===== config.mk =====
export PLATFORM = sky130hd
export DESIGN_NAME = elastic_slip_buffer
export DESIGN_NICKNAME = d
export VERILOG_FILES = /design/src/rtl/esb_pkg.sv /design/src/rtl/esb_store.sv /design/src/rtl/esb_ctrl.sv /design/src/rtl/esb_phase.sv /design/src/rtl/elastic_slip_buffer.sv
export SDC_FILE = /design/constraint.sdc
export NUM_CORES = 1
export LEC_CHECK = 0
export ABC_AREA = 1
export BUFFER_PORTS_ARGS = -buffer_cell sky130_fd_sc_hd__buf_2
export CORE_MARGIN = 2
export CORE_UTILIZATION = 30
export DETAILED_ROUTE_END_ITERATION = 12
export PLACE_DENSITY = 0.44
export SLEW_MARGIN = 20
export SYNTH_ARGS = -nofsm -noshare
export SYNTH_HDL_FRONTEND = slang
export SYNTH_SLANG_ARGS = --single-unit

===== constraint.sdc =====
create_clock -name clk -period 2.7 [get_ports clk]
set_input_delay 0.54 -clock clk [delete_from_list [all_inputs] [get_ports clk]]
set_output_delay 0.54 -clock clk [all_outputs]
set_load 0.02 [all_outputs]

===== src/rtl/esb_pkg.sv =====
package esb_pkg;

    typedef enum logic {
        ST_PRIME = 1'b0,
        ST_RUN   = 1'b1
    } esb_state_t;

    typedef enum logic [1:0] {
        SLIP_NONE   = 2'd0,
        SLIP_REPEAT = 2'd1,
        SLIP_DROP   = 2'd2
    } slip_kind_t;

endpackage


===== src/rtl/esb_store.sv =====
module esb_store #(
    parameter int DEPTH = 512,
    localparam int AW = $clog2(DEPTH)
) (
    input  logic          clk,
    input  logic          wr_acc,
    input  logic [AW-1:0] wr_addr,
    input  logic          wr_bit,
    input  logic [AW-1:0] rd_addr,
    output logic          rd_data
);

    logic [DEPTH-1:0] mem_q;

    always_ff @(posedge clk) begin
        if (wr_acc) begin
            mem_q[wr_addr] <= wr_bit;
        end
    end

    assign rd_data = mem_q[rd_addr];

endmodule


===== src/rtl/esb_ctrl.sv =====
module esb_ctrl
    import esb_pkg::*;
#(
    parameter int FRAME_BITS = 256,
    parameter int GUARD      = 4,
    localparam int DEPTH = 2 * FRAME_BITS,
    localparam int AW    = $clog2(DEPTH),
    localparam int LW    = $clog2(DEPTH + 1)
) (
    input  logic          clk,
    input  logic          rst_n,
    input  logic          wr_en,
    input  logic          rd_en,
    input  logic          rd_data,
    output logic          wr_acc,
    output logic [AW-1:0] wr_addr,
    output logic [AW-1:0] rd_addr,
    output logic          rd_fire,
    output logic [AW-1:0] lvl_eff,
    output logic          rd_bit,
    output logic          slip_tgl,
    output logic          slip_dir
);

    esb_state_t state_q, state_d;
    slip_kind_t kind;
    logic [AW-1:0] wr_ptr_q, rd_ptr_q;
    logic [LW-1:0] level_q, level_d, lvl_full;

    // State register
    always_ff @(posedge clk or negedge rst_n) begin
        if (!rst_n) begin
            state_q <= ST_PRIME;
        end else begin
            state_q <= state_d;
        end
    end

    // Next state: PRIME -> RUN once half the store is filled
    always_comb begin
        state_d = state_q;
        unique case (state_q)
            ST_PRIME: if (level_q >= LW'(FRAME_BITS)) state_d = ST_RUN;
            ST_RUN:   state_d = ST_RUN;
            default:  state_d = ST_PRIME;
        endcase
    end

    // Read classification and slip arithmetic
    always_comb begin
        rd_fire = rd_en && (state_q == ST_RUN);
        kind    = SLIP_NONE;
        if (rd_fire) begin
            if (level_q <= LW'(GUARD)) begin
                kind = SLIP_REPEAT;
            end else if (level_q >= LW'(DEPTH - GUARD)) begin
                kind = SLIP_DROP;
            end
        end
        unique case (kind)
            SLIP_REPEAT: lvl_full = level_q + LW'(FRAME_BITS);
            SLIP_DROP:   lvl_full = level_q - LW'(FRAME_BITS);
            default:     lvl_full = level_q;
        endcase
        rd_addr = (kind == SLIP_NONE) ? rd_ptr_q : rd_ptr_q + AW'(FRAME_BITS);
        wr_acc  = wr_en && ((level_q != LW'(DEPTH)) || rd_fire);
        level_d = lvl_full - LW'(rd_fire) + LW'(wr_acc);
    end

    assign lvl_eff = lvl_full[AW-1:0];
    assign wr_addr = wr_ptr_q;

    // Pointers and fill level
    always_ff @(posedge clk or negedge rst_n) begin
        if (!rst_n) begin
            wr_ptr_q <= '0;
            rd_ptr_q <= '0;
            level_q  <= '0;
        end else begin
            if (wr_acc)  wr_ptr_q <= wr_ptr_q + 1'b1;
            if (rd_fire) rd_ptr_q <= rd_addr + 1'b1;
            level_q <= level_d;
        end
    end

    // Outputs
    always_ff @(posedge clk or negedge rst_n) begin
        if (!rst_n) begin
            rd_bit   <= 1'b0;
            slip_tgl <= 1'b0;
            slip_dir <= 1'b0;
        end else if (rd_fire) begin
            rd_bit <= rd_data;
            if (kind != SLIP_NONE) begin
                slip_tgl <= ~slip_tgl;
                slip_dir <= (kind == SLIP_REPEAT);
            end
        end
    end

    p_level_cap_r10: assert property (@(posedge clk) disable iff (!rst_n)
        level_q <= LW'(DEPTH));

    p_prime_still_r1: assert property (@(posedge clk) disable iff (!rst_n)
        (state_q == ST_PRIME) |=> $stable(rd_ptr_q));

    p_eff_range_r8: assert property (@(posedge clk) disable iff (!rst_n)
        rd_fire |-> (lvl_full < LW'(DEPTH)));

    p_repeat_dir_r3: assert property (@(posedge clk) disable iff (!rst_n)
        (kind == SLIP_REPEAT) |=> slip_dir);

    p_drop_dir_r4: assert property (@(posedge clk) disable iff (!rst_n)
        (kind == SLIP_DROP) |=> !slip_dir);

endmodule


===== src/rtl/esb_phase.sv =====
module esb_phase #(
    parameter int AW    = 9,
    parameter int SUB_W = 3,
    localparam int PW = AW + SUB_W
) (
    input  logic          clk,
    input  logic          rst_n,
    input  logic          wr_en,
    input  logic          rd_fire,
    input  logic [AW-1:0] lvl_eff,
    output logic [PW-1:0] phase_word
);

    localparam logic [SUB_W-1:0] FMAX = {SUB_W{1'b1}};

    logic [SUB_W-1:0] frac_q;

    always_ff @(posedge clk or negedge rst_n) begin
        if (!rst_n) begin
            frac_q <= '0;
        end else if (wr_en) begin
            frac_q <= '0;
        end else if (frac_q != FMAX) begin
            frac_q <= frac_q + 1'b1;
        end
    end

    always_ff @(posedge clk or negedge rst_n) begin
        if (!rst_n) begin
            phase_word <= '0;
        end else if (rd_fire) begin
            phase_word <= {lvl_eff, frac_q};
        end
    end

    p_frac_clear_r9: assert property (@(posedge clk) disable iff (!rst_n)
        wr_en |=> (frac_q == '0));

    p_phase_hold_r1: assert property (@(posedge clk) disable iff (!rst_n)
        !rd_fire |=> $stable(phase_word));

endmodule


===== src/rtl/elastic_slip_buffer.sv =====
module elastic_slip_buffer #(
    parameter int FRAME_BITS = 256,
    parameter int GUARD      = 4,
    parameter int SUB_W      = 3,
    localparam int DEPTH = 2 * FRAME_BITS,
    localparam int AW    = $clog2(DEPTH),
    localparam int PW    = AW + SUB_W
) (
    input  logic          clk,
    input  logic          rst_n,
    input  logic          wr_en,
    input  logic          wr_bit,
    input  logic          rd_en,
    output logic          rd_bit,
    output logic          slip_tgl,
    output logic          slip_dir,
    output logic [PW-1:0] phase_word
);

    logic          wr_acc, rd_fire, rd_data;
    logic [AW-1:0] wr_addr, rd_addr, lvl_eff;

    esb_store #(.DEPTH(DEPTH)) u_store (
        .clk     (clk),
        .wr_acc  (wr_acc),
        .wr_addr (wr_addr),
        .wr_bit  (wr_bit),
        .rd_addr (rd_addr),
        .rd_data (rd_data)
    );

    esb_ctrl #(.FRAME_BITS(FRAME_BITS), .GUARD(GUARD)) u_ctrl (
        .clk      (clk),
        .rst_n    (rst_n),
        .wr_en    (wr_en),
        .rd_en    (rd_en),
        .rd_data  (rd_data),
        .wr_acc   (wr_acc),
        .wr_addr  (wr_addr),
        .rd_addr  (rd_addr),
        .rd_fire  (rd_fire),
        .lvl_eff  (lvl_eff),
        .rd_bit   (rd_bit),
        .slip_tgl (slip_tgl),
        .slip_dir (slip_dir)
    );

    esb_phase #(.AW(AW), .SUB_W(SUB_W)) u_phase (
        .clk        (clk),
        .rst_n      (rst_n),
        .wr_en      (wr_en),
        .rd_fire    (rd_fire),
        .lvl_eff    (lvl_eff),
        .phase_word (phase_word)
    );

    p_tgl_on_read_r5: assert property (@(posedge clk) disable iff (!rst_n)
        !$stable(slip_tgl) |-> $past(rd_en));

    p_dir_hold_r6: assert property (@(posedge clk) disable iff (!rst_n)
        $stable(slip_tgl) |-> $stable(slip_dir));

    p_repeat_flag_r7: assert property (@(posedge clk) disable iff (!rst_n)
        (!$stable(slip_tgl) && slip_dir) |-> phase_word[PW-1]);

endmodule


==> Word-level counts from Yosys, hierarchy flattened <==
Index checks and enable logic that the tools add are counted.
{ "op_classes": {"add_sub_neg": 8, "order_cmp": 6, "n_eq_ne": 4, "mux": 14, "bitwise": 2, "reduce_logical": 8} }
{ "op_table": {"columns": ["cell", "count"], "rows": [
  ["$bwmux 512", 1],
  ["$ge 10x9->1 const B", 2],
  ["$lt 9x10->1 const B", 2],
  ["$pmux 10 s2", 1],
  ["$add 9x1->9 const B", 2],
  ["$add 10x1->10", 1],
  ["$add 10x9->10 const B", 1],
  ["$le 10x3->1 const B", 1],
  ["$ne 10x10->1 const B", 1],
  ["$sub 10x1->10", 1],
  ["$sub 10x9->10 const B", 1],
  ["$add 9x9->9 const B", 1],
  ["$bmux 1 s9", 1],
  ["$demux 1 s9", 1],
  ["$ge 9x1->1 const B", 1],
  ["$mux 9", 1],
  ["$mux 2", 3],
  ["$mux 3", 2],
  ["$reduce_bool 2->1", 2],
  ["$add 3x1->3 const B", 1],
  ["$logic_and 1x1->1", 3],
  ["$mux 1", 3],
  ["$ne 3x3->1 const B", 1],
  ["$eq 2x1->1 const B", 1],
  ["6 further kinds", 7]
]} }
{ "word_totals": {"register_bits": 559, "inputBits": 5, "out_inout_bits": 15, "wordCells": 52} }

==> Depth between registers and ports, before layout <==
{ "depth": {"word_depth": 8, "mapped_depth": 20, "depth_no_buf": 19} }

==> Hierarchy <==
A second synthesis with hierarchy kept.
{ "hier_totals": {"cells_unflattened": 2657, "hier_area_um2": 26015.0} }
{ "by_module_without_submodules": {"columns": ["mod", "instances", "cells_per_inst", "area_each_um2", "seq_area_each_um2"], "rows": [
  ["esb_store", 1, 2352, 23221.0, 15374.7],
  ["esb_ctrl", 1, 239, 2172.1, 800.8],
  ["esb_phase", 1, 66, 621.8, 375.4]
]} }

==> Worst setup path after synthesis <==
No wires, ideal clock.
{ "synth_timing": {"kind": "register to register", "startpoint": "register u_ctrl.level_q[7]", "endpoint": "register u_ctrl.level_q[8]", "setup_ps": 121, "t_arrival_ps": 2587, "path_slack_ps": -8, "path_stages_with_launch": 18, "synth_period_minus_slack_ps": 2708, "path_cell_list": "dfrtp_1 -> inv_1 -> ha_1 -> nand2_1 -> nor2_1 -> nand4_1 -> nand2_1 -> ha_1 -> inv_1 -> ha_1 -> fa_1 -> a21oi_1 -> o21bai_1 -> a21oi_1 -> o21bai_1 -> a21oi_1 -> o21ba_2 -> xor2_1"} }
{ "synth_via": {"elab_chain_len": 8} }
{ "synth_rtl": {"columns": ["element", "line", "rtl"], "rows": [
  ["from (decl)", "esb_ctrl.sv:28", "logic [LW-1:0] level_q, level_d, lvl_full;"],
  ["from (signal assigned)", "esb_ctrl.sv:82", "level_q <= level_d;"],
  ["$ge 10x9->1", "esb_ctrl.sv:56", "end else if (level_q >= LW'(DEPTH - GUARD)) begin"],
  ["$mux 2", "esb_ctrl.sv:56", null],
  ["$mux 2", "esb_ctrl.sv:54", "if (level_q <= LW'(GUARD)) begin"],
  ["$mux 2", "esb_ctrl.sv:53", "if (rd_fire) begin"],
  ["$eq 2x2->1 / $eq 2x1->1 (equally long branches)", "esb_ctrl.sv:60", "unique case (kind)"],
  ["$pmux 10 s2", "esb_ctrl.sv:60", null],
  ["$sub 10x1->10", "esb_ctrl.sv:67", "level_d = lvl_full - LW'(rd_fire) + LW'(wr_acc);"],
  ["$add 10x1->10 *", "esb_ctrl.sv:67", null],
  ["via u_ctrl.level_d[8]", "esb_ctrl.sv:28", null]
]} }
Mark *: on every way through the listed nets, which the timed path passes. The rest lies on a longest branch.
A chain may end at the register's enable or synchronous reset.

==> Worst setup path after layout <==
Same ends and word-level chain as after synthesis.

==> results <==
- At the pin with the least slew margin, the transition time is 707 ps.
- The number of global-route vias before repair is 18788.
- Summing the areas of all compound-gate instances in the mapped netlist gives 4.89% of the synthesized area.
- The most used standard cell by instance count after synthesis is nor2_1.
- The via density per instance is 4.81.
- The clock passes through at most 3 buffers.
- The number of primary I/O pins is 20.
- Based on the critical path, the design can be clocked at up to 0.368 GHz.
- The number of antenna violations at the first check in global routing is 0.
- The final reports fail on setup timing.
- The class of the most critical hold timing path is in -> reg.
- The number of levels in the clock H-tree is 2.
- The delay of the slowest cell on the worst path is 380 ps.
- The synthesized netlist devotes 23.5% of its cell area to simple gates.
- Of all flip-flops after synthesis, the portion carrying an async set or reset was 8.41%.
- Data arrives at the worst endpoint at 3270 ps.
- The clock edge transition at the registers on the reported setup and hold paths is 60 ps.
- The count of final hold-check violations came to 0.
- In the post-synthesis netlist, the biggest area contributors are edfxtp_1, nor2_1, nand2_1.
- At the end of routability-driven placement, the weighted congestion stood at 0.791.
- In this run the standard cell core region covers 0.0851 mm2.
- For this configuration, the core starts out at a cell density of 30.3%.
- The via count is 19042.
- The number of fill cells in the layout is 8751.
- The final global-route overflow total is 0.
- The CTS sink count is 559.
- After synthesis, the largest family of logic cells by area is simple AND/OR/NAND/NOR gates.
- The overall power consumption is 31.2 mW.
- Counting tap cells, the placed design contains a total of 3842 instances.
- Per report_power, the clock group accounts for 28.7% of the total.
- Walking the worst path, the cells encountered are inv_2 > ha_4 > nand2_4 > nor2_4 > nand4_1 > nand2_2 > ha_4 > inv_4 > ha_4 > fa_2 > a21oi_2 > o21bai_1 > a21oi_1 > o21bai_1 > a21oi_1 > o21ba_2 > xor2_2.
- The die is 297 um wide.
- The insertion delay to the later sink of the worst-skew pair is 640 ps.
- The buffer and inverter count on the worst path is 2.
- After layout, the minimum clock period comes to 2720 ps.
- Of the total power, the share spent switching nets is 38.4%.
- The synthesized netlist devotes 1.44% of its cell area to adder and majority cells.
- The global-route wire length before repair is 119000 um.
- At the worst endpoint, the required time is 3260 ps.
- After floorplanning, the core was divided into 107 placement rows.
- The flow ran to the end, but the final reports show violations.
- Summed over all nets, the switching power comes to 12.0 mW.
- The floorplan step defined a die boundary enclosing 0.0882 mm2.
- The number of DRC violations after detailed routing is 0.
- The kind of end point of the critical path is a flip-flop.
- For this design the ratio of total power to cell area is 1020 mW/mm2.
- After synthesis the cells add up to 0.0258 mm2.
- Among all stages on the critical path, the largest delay is contributed by dfrtp_1.
- The kind of cell adding the most delay to the critical path is compound AO/OA/AOI/OAI gates.
- In this run, the combinational gates consume 38.8% of the power.
- Counting every instance in the synthesized netlist gives 2696.
- The share of the synthesized area in the top cell type is 59.7%.
- The number of pins exceeding their max-slew limit in the final report came to 0.
- The post-route worst setup slack is -15.8 ps.
- The count of buffers added on input and output ports is 19.
- The final worst clock skew is 27.5 ps.
- The violation count after the first detailed-routing iteration is 1519.
- The net count of the finished layout is 2799.
- Among the stages of the critical path, the cell type that occurs most often is ha_4.
- After legalization and detailed placement, the total HPWL measured 43800 um.
- The maximum number of pins on one net before global-route repair is 125.
- Before antenna repair, the detailed router went through 6 iterations.
- The max capacitance violation total is 0.
- Synthesis inferred 559 register bits.
- Of the post-synthesis cell area, the part taken by muxes is 0%.
- IR analysis of the VDD net gives a maximum drop of 677 uV.
- Global routing used 17.6% of the available tracks.
- The post-detailed-route wirelength per cell is 19.9 um.
- The layout cell share with drive strength beyond 1 is 11.4%.
- The synthesized netlist devotes 0.816% of its cell area to XOR and XNOR gates.
- The final-report setup violation count is 1.
- For this design the static power due to leakage is 11.0 nW.
- The final layout contains routed wiring with a total length of 78800 um.
- Setup repair after global routing could not meet its margin everywhere.
- The worst pin sits at a relative slew slack of 52.9%.
- The worst setup path is launched from a flip-flop.
- From synthesis to final layout, the design area changed by 18.4%.
- The commonest cells after synthesis are nor2_1, nand2_1, edfxtp_1.
- The Yosys step of the flow raised 0 warnings.
- The number of buffers created by CTS is 61.
- TritonCTS built the clock tree.
- The mean instance size in the synthesized netlist is 9.56 um2.
- Across all hold checks on the routed design, the worst slack comes to 296 ps.
- 0 antenna diodes ended up in the layout.
- The number of unique standard cell types used by synthesis is 32.
- The part of the power in registers is 32.4%.
- Counting flops with a built-in enable in the synthesized netlist gives 512.
- The share of the clock period used by the worst path is 101%.
- The final standard cell utilization of the core is 35.8%.
- The internal power component is 19.2 mW.
- In this run the vertical extent of the chip is 297 um.
- Counting every net in the synthesized netlist gives 2730.
- The count of cells in the finished layout, fillers not included, comes to 3962.
- The dominant synthesized flop cell is edfxtp_1.
- The root cell of the clock tree is clkbuf_16.
- The cell accounting for the most synthesized area is edfxtp_1.
- The post-detailed-route count of antenna-violating nets is 0.
- The sequential element share of the synthesized area is 64.2%.
- The critical path start-end classification is reg -> reg.
- The largest fanout on the critical path is 2.
[kinds of logic after synthesis]
kind of cell | after synthesis
compound gates | 238
fa+ha+maj | 29
flops | 559
buf+inv | 309
simple gates | 1537
xor+xnor | 24
[cell usage in the layout (no fill, tap or decap), drive strengths merged, types with 10 or more instances in the layout]
cell type	n
edfxtp	512
a21oi	64
xor2	23
clkbuf	78
o22ai	16
buf	190
clkinv	32
o21ai	139
nand2	594
dfrtp	47
bufinv	10
nand3	169
inv	118
nor3	21
nand4	10
nor2	738
o211ai	13
ha	28
[power by group through the flow]
stage | sequential (mW) | clock (mW) | combinational [mW]
2_1_floorplan | 10.2 | 0 | 6.81
5_1_grt | 10.1 | 9.49 | 13.4
4_1_cts | 10.1 | 9.14 | 12.2
3_5_place_dp | 10.3 | 0 | 12.1
6_report | 10.1 | 8.96 | 12.1
3_3_place_gp | 10.3 | 0 | 12.1
[flip-flops by register name, summed over array words and instances, names as in the netlist]
| signal | cells |
|---|---|
| u_ctrl.rd_ptr_q | 9 |
| u_ctrl.rd_bit | 1 |
| u_ctrl.wr_addr | 9 |
| u_ctrl.slip_tgl | 1 |
| u_ctrl.level_q | 10 |
| u_ctrl.slip_dir | 1 |
| u_store.mem_q | 512 |
| u_phase.phase_word | 12 |
| u_ctrl.state_q | 1 |
| u_phase.frac_q | 3 |
[tightest hold or removal path, cell delays in order]
cell,delay [ps]
buf_2,110
inv_1,80
nand3_1,80
o21ai_0,60
[routing by layer]
| layer | global-route usage [%] | up-vias | wire length, um |
|---|---|---|---|
| li1 | - | 9026 | - |
| met1 | 24.2 | 9486 | 35700 |
| met2 | 29.8 | 441 | 38100 |
| met3 | 2.05 | 89 | 3530 |
| met4 | 4.21 | 0 | 1510 |
| met5 | 0 | - | 0 |
[metrics by stage]
| step | cell area [um2] | worst slack [ps] | setup TNS (ps) |
|---|---|---|---|
| after floorplan | 25800 | 14.6 | 0 |
| after global placement | 28200 | -86.7 | -116 |
| after detailed placement | 28200 | -159 | -180 |
| after CTS | 30400 | -67.2 | -67.2 |
| after global routing | 30500 | -173 | -329 |
| final | 30500 | -15.8 | -15.8 |
[path summary, 6_finish.rpt]
path,start,end,slack [ps],depth (start not counted)
setup / recovery,u_ctrl.level_q[7],u_ctrl.level_q[8],-20,17
hold / removal,wr_en,u_phase.frac_q[1],300,4
setup reg to reg,u_ctrl.level_q[7],u_ctrl.level_q[8],-20,17
max in group asynchronous,rst_n,u_ctrl.rd_ptr_q[1],1530,3
hold reg to reg,u_ctrl.state_q,u_ctrl.state_q,470,1
min in group asynchronous,rst_n,u_ctrl.level_q[4],440,2
[repair_timing]
item	CTS	global route
hold endpoints to repair	23	0
hold buffers	1	0
buffers inserted	2	1
pin swaps	5	15
gates resized for setup	10	13
endpoints found under the setup margin	2	5
[layout make-up]
type	count	area, um2	share of cell area, %
sequential	559	16600	54.3
multi-input combinational	1828	8010	26.3
timing repair buffer	191	1880	6.16
clock buffer	78	1690	5.55
tap	1144	1430	4.69
inverter	124	477	1.56
clock inverter	38	442	1.45
Note: power is estimated with default switching activity, not from simulation.
